$ cat src/rtl/rsr_pkg.sv
package rsr_pkg;
  typedef enum logic [1:0] {
    RS_IDLE  = 2'd0,
    RS_DRAIN = 2'd1,
    RS_SEND  = 2'd2
  } rs_state_e;
endpackage

$ cat src/rtl/rsr_req_gate.sv
module rsr_req_gate #(
  parameter int NPROC   = 4,
  parameter int SELF_ID = 0,
  localparam int ID_W   = $clog2(NPROC)
) (
  input  logic            req_valid,
  input  logic [ID_W-1:0] req_src,
  output logic            req_hit
);
  localparam logic [ID_W:0]   NPROC_W = (ID_W+1)'(NPROC);
  localparam logic [ID_W-1:0] SELF_W  = ID_W'(SELF_ID);

  // a request from this processor itself never needs a remote fence
  assign req_hit = req_valid && (req_src != SELF_W) && ({1'b0, req_src} < NPROC_W);
endmodule

$ cat src/rtl/rsr_fsm.sv
module rsr_fsm
  import rsr_pkg::*;
(
  input  logic clk,
  input  logic rst,
  input  logic req_hit,
  input  logic drained,
  input  logic bc_ready,
  output logic mem_stall,
  output logic bc_valid,
  output logic bc_fire
);
  rs_state_e state;

  always_ff @(posedge clk) begin
    if (rst) begin
      state     <= RS_IDLE;
      mem_stall <= 1'b0;
      bc_valid  <= 1'b0;
    end else begin
      case (state)
        RS_IDLE: begin
          if (req_hit) begin
            mem_stall <= 1'b1;
            if (drained) begin
              state    <= RS_SEND;
              bc_valid <= 1'b1;
            end else begin
              state <= RS_DRAIN;
            end
          end
        end
        RS_DRAIN: begin
          // later requests are covered by this drain; no action needed
          if (drained) begin
            state    <= RS_SEND;
            bc_valid <= 1'b1;
          end
        end
        RS_SEND: begin
          if (bc_ready) begin
            state     <= RS_IDLE;
            bc_valid  <= 1'b0;
            mem_stall <= 1'b0;
          end
        end
        default: begin
          state     <= RS_IDLE;
          bc_valid  <= 1'b0;
          mem_stall <= 1'b0;
        end
      endcase
    end
  end

  assign bc_fire = bc_valid && bc_ready;
endmodule

$ cat src/rtl/rsr_mirror.sv
module rsr_mirror #(
  parameter int NPROC   = 4,
  parameter int SELF_ID = 0,
  parameter int CNT_W   = 8,
  localparam int ID_W   = $clog2(NPROC)
) (
  input  logic             clk,
  input  logic             rst,
  input  logic             own_inc,
  input  logic             ext_valid,
  input  logic [ID_W-1:0]  ext_id,
  input  logic [ID_W-1:0]  rd_idx,
  output logic [CNT_W-1:0] rd_ctr,
  output logic [CNT_W-1:0] own_ctr
);
  localparam logic [ID_W:0] NPROC_W = (ID_W+1)'(NPROC);

  logic [CNT_W-1:0] cnt [NPROC];
  logic             ext_hit;

  assign ext_hit = ext_valid && ({1'b0, ext_id} < NPROC_W);

  for (genvar i = 0; i < NPROC; i++) begin : g_ent
    if (i == SELF_ID) begin : g_own
      // own entry: only the local broadcast moves it; the echo is dropped
      always_ff @(posedge clk) begin
        if (rst)          cnt[i] <= '0;
        else if (own_inc) cnt[i] <= cnt[i] + 1'b1;
      end
    end else begin : g_peer
      always_ff @(posedge clk) begin
        if (rst)                                  cnt[i] <= '0;
        else if (ext_hit && ext_id == ID_W'(i))   cnt[i] <= cnt[i] + 1'b1;
      end
    end
  end

  always_ff @(posedge clk) begin
    if (rst)                               rd_ctr <= '0;
    else if ({1'b0, rd_idx} < NPROC_W)     rd_ctr <= cnt[rd_idx];
    else                                   rd_ctr <= '0;
  end

  assign own_ctr = cnt[SELF_ID];
endmodule

$ cat src/rtl/remote_sync_responder.sv
module remote_sync_responder #(
  parameter int NPROC   = 4,
  parameter int SELF_ID = 0,
  parameter int CNT_W   = 8,
  parameter int SQ_W    = 6,
  localparam int ID_W   = $clog2(NPROC)
) (
  input  logic             clk,
  input  logic             rst,
  input  logic             req_valid,
  input  logic [ID_W-1:0]  req_src,
  input  logic [SQ_W-1:0]  sq_count,
  output logic             mem_stall,
  output logic             bc_valid,
  input  logic             bc_ready,
  output logic [ID_W-1:0]  bc_id,
  input  logic             bin_valid,
  input  logic [ID_W-1:0]  bin_id,
  input  logic [ID_W-1:0]  rd_idx,
  output logic [CNT_W-1:0] rd_ctr,
  output logic [CNT_W-1:0] own_ctr
);
  logic req_hit;
  logic drained;
  logic bc_fire;

  assign drained = (sq_count == '0);
  assign bc_id   = ID_W'(SELF_ID);

  rsr_req_gate #(.NPROC(NPROC), .SELF_ID(SELF_ID)) u_gate (
    .req_valid (req_valid),
    .req_src   (req_src),
    .req_hit   (req_hit)
  );

  rsr_fsm u_fsm (
    .clk       (clk),
    .rst       (rst),
    .req_hit   (req_hit),
    .drained   (drained),
    .bc_ready  (bc_ready),
    .mem_stall (mem_stall),
    .bc_valid  (bc_valid),
    .bc_fire   (bc_fire)
  );

  rsr_mirror #(.NPROC(NPROC), .SELF_ID(SELF_ID), .CNT_W(CNT_W)) u_mirror (
    .clk       (clk),
    .rst       (rst),
    .own_inc   (bc_fire),
    .ext_valid (bin_valid),
    .ext_id    (bin_id),
    .rd_idx    (rd_idx),
    .rd_ctr    (rd_ctr),
    .own_ctr   (own_ctr)
  );
endmodule

$ cat config.mk
export PLATFORM = sky130hd
export DESIGN_NAME = remote_sync_responder
export DESIGN_NICKNAME = d
export VERILOG_FILES = /design/src/rtl/rsr_pkg.sv /design/src/rtl/rsr_req_gate.sv /design/src/rtl/rsr_fsm.sv /design/src/rtl/rsr_mirror.sv /design/src/rtl/remote_sync_responder.sv
export SDC_FILE = /design/constraint.sdc
export NUM_CORES = 1
export LEC_CHECK = 0
export BUFFER_PORTS_ARGS = -buffer_cell sky130_fd_sc_hd__buf_2
export CAP_MARGIN = 20
export CORE_MARGIN = 1
export CORE_UTILIZATION = 46
export CTS_CLUSTER_DIAMETER = 30
export DETAILED_ROUTE_END_ITERATION = 6
export PLACE_DENSITY = 0.67
export SLEW_MARGIN = 20
export SYNTH_ARGS = -nofsm -noshare
export SYNTH_HDL_FRONTEND = slang
export SYNTH_HIERARCHICAL = 1
export SYNTH_SLANG_ARGS = --single-unit
$ cat constraint.sdc
create_clock -name clk -period 1.6 [get_ports clk]
set_clock_uncertainty 0.1 [all_clocks]
set_input_delay 0 -clock clk [delete_from_list [all_inputs] [get_ports clk]]
set_output_delay 0 -clock clk [all_outputs]
set_load 0.05 [all_outputs]
==> impl_results.md <==
- Final Util: 57.0%
- RD Place Congestion: approximately 0.75
- Area Overhead vs Synth: 18.7%
- I/O pins: 37
- Initial Util: between 40% and 50%
- Synth Warn #: 6
- Worst-path maximum fanout: 2
- Routed Antenna Nets: 0
- EDFF count, synth: 32
- Critical path arrival: 1.69 ns
- DIE HEIGHT: about 72 um
- Buf+Inv Stages, Crit Path: 3
- Design Area, Final: between 0.002 and 0.003 mm^2
- Final period utilization: a little over nine tenths
- Nets: 260
- Met3 WL: between 100 and 150 um
- Worst path max stage delay: 0.60 ns
- Synthesized area per cell: ~11 um^2
- Top cell family by delay on the critical path: buffers and inverters
- Port buffer count: 34
- Cells after DPL: 293
- Core footprint: 0.00472 mm^2
- Power Density: 958 mW/mm^2
- Die area: 0.00522 mm^2
- Worst vdd ir: 0.450 mV
- Min Hold Slack: 0.0436 ns
- Row cnt: 25
- Cell Area, Placed: 0.00250 mm^2
- CTS Root Cell: clkbuf_8
- Post-route minimum period: between 1.5 and 2 ns
- Required @ worst endpoint: 1.73 ns
- Final non-filler cell total: 307
- Mapped Area: between 0.002 and 0.0025 mm^2
- Sum of negative setup slack: 0 ns
- CP max stage cell: dlygate4sd3_1
- Post-synth top flop: edfxtp_1
- Clock Sink Count: 44
- Layout cell share with drive strength beyond 1: between 20% and 30%
- MaxCap Viol Count: 0
- Clock buffer depth: 2
- Via count: 1,614
- Sequential fraction of the synthesis area: between 50% and 60%
- Pre-Repair DR Iteration Count: 4
- Drt first-iter violations: 103
- CTS Buf Count: 5
- Yosys reg bits: 44
- First-pass GRT wire length: 6.91 mm
- Async SR Flop Fraction: 0%
- Dpl hpwl: 3.08 mm
- M1 WL: approximately 2.1 mm
- Largest net degree at the start of global routing: 21
- Status: complete, no violations
- CP Launch Type: input pin
- Setup-failing EPs final: 0
- Hold-critical path depth: 4
- Final worst setup slack: 0.0386 ns
- Crit end category: register
- H-tree depth: 2
- Count of different cell masters after synthesis: 38
- Levels on crit path: 6
- Avg Vias per Cell: between 5 and 6
- DR WL met2: between 1.5 and 2 mm
- Synth top area share: 42.4%
- Die W: 72.2 um
- Cell-by-cell listing of the critical path: dlygate4sd3_1, buf_2, nor3_2, dlygate4sd3_1, o211ai_1, a21oi_1
- Remaining Overflow, GRT: 0
- Pins over their slew limit: 0
- CTS tree: yes
- Worst reg-to-reg path cell count: 4
- Total track usage: 17.9%
- Number of diodes: 0
- # DRC: 0
- Max Used Layer: met4
- Leak: 0.961 nW
- Most frequent cell on the critical path: dlygate4sd3_1
- Post-Route WL: 4.28 mm
- Tot Pwr: 2.58 mW
- Synth top area cells: edfxtp_1 42%, dfxtp_1 11%, mux4_2 7.9%, or3_1 3.6%, nand3_1 3.1%
- Fmax: 0.640 GHz
- Initial antenna violation count: 0
- Worst hold path type: in -> reg
- Vias in the first global route: 1,463
- Commonest non-fill, non-tap cells in the layout: 34 x buf_2, 32 x edfxtp_1, 15 x nor2_1, 14 x o21ai_0
- Per-cell routed wire length: 13.9 um
- Final Hold Fails: 0
- DP Worst Slack: 0.160 ns
- Dominant cell type by area after synthesis: edfxtp_1
- Critical path class: in -> reg
- Clock-pin slew on the worst setup and hold paths: 0.08 ns
- Clk Latency, worst-skew pair: roughly 0.3 ns
- Cells after Synth: 198
- Most common cell after layout, fill and taps aside: buf_2
report_power, final:
part / total, mW / leakage (nW) / internal [mW] / switching [mW]
combinational: 0.302 / 0.463 / 0.113 / 0.189
sequential: 1.34 / 0.434 / 1.28 / 0.0620
clock: 0.934 / 0.0636 / 0.561 / 0.373
synth_stat cells (all sizes together) (2+ instances only):
master / number
ha: 4
edfxtp: 32
nor2: 19
xnor2: 4
nand3: 14
nand4: 6
dfxtp: 12
mux4: 8
inv: 4
o21ai: 14
and2: 5
a21oi: 14
clkbuf: 2
buf: 6
nor2b: 9
or3: 13
xor2: 8
nand2: 10
registers in the layout (all words and copies together) (netlist names):
| register | flops |
|---|---|
| u_mirror/cnt | 32 |
| u_mirror/rd_ctr | 8 |
| u_fsm/state | 2 |
| u_fsm/bc_valid | 1 |
| u_fsm/mem_stall | 1 |
layer usage:
metal,vias up,GRT usage (%)
li1,813,-
met2,41,27.6
met4,0,7.84
met3,7,3.33
met1,753,24.9
met5,-,0
path summary, 6_finish.rpt:
check                                    start               to  slack (ns)
worst max-delay path               sq_count[1]   u_fsm/state[1]        0.04
worst min-delay path                req_src[0]   u_fsm/state[0]        0.04
worst max register to register  u_fsm/state[1]  u_fsm/mem_stall        0.10
worst min register to register  u_fsm/state[1]   u_fsm/state[0]        0.35
cells by family after synthesis:
kind of cell / count (synthesis) / synth area share, %
DFF: 44 / 53.0
buffers and inverters: 12 / 2.81
adders and majority gates: 4 / 2.21
muxes: 8 / 7.94
xor gates and xnor gates: 12 / 4.63
and+or+nand+nor: 85 / 21.2
other: 1 / 0.165
AOI/OAI and AO/OA: 32 / 8.05
layout make-up:
| class | instances | area (um^2) |
|---|---|---|
| repair buffers | 41 | 238 |
| inverters | 4 | 15.0 |
| clock inverters | 1 | 30.0 |
| flip-flops and latches | 44 | 1200 |
| fillers | 398 | 2030 |
| clock buffers | 7 | 97.6 |
| well taps | 67 | 83.8 |
| multi-input cells | 143 | 1020 |
worst reg2reg max path: cells and delay by family (launching register included):
family / cells / cell delay [ns]
buf+inv: 1 / 0.56
simple gates: 1 / 0.06
flops: 1 / 0.36
compound gates: 2 / 0.32
what timing repair did:
action,CTS,global route
hold buffers,6,0
hold endpoints to repair,9,0
buffers inserted,0,0
endpoints found under the setup margin,0,1
gates resized for setup,0,2
(Power assumes the default switching activity.)
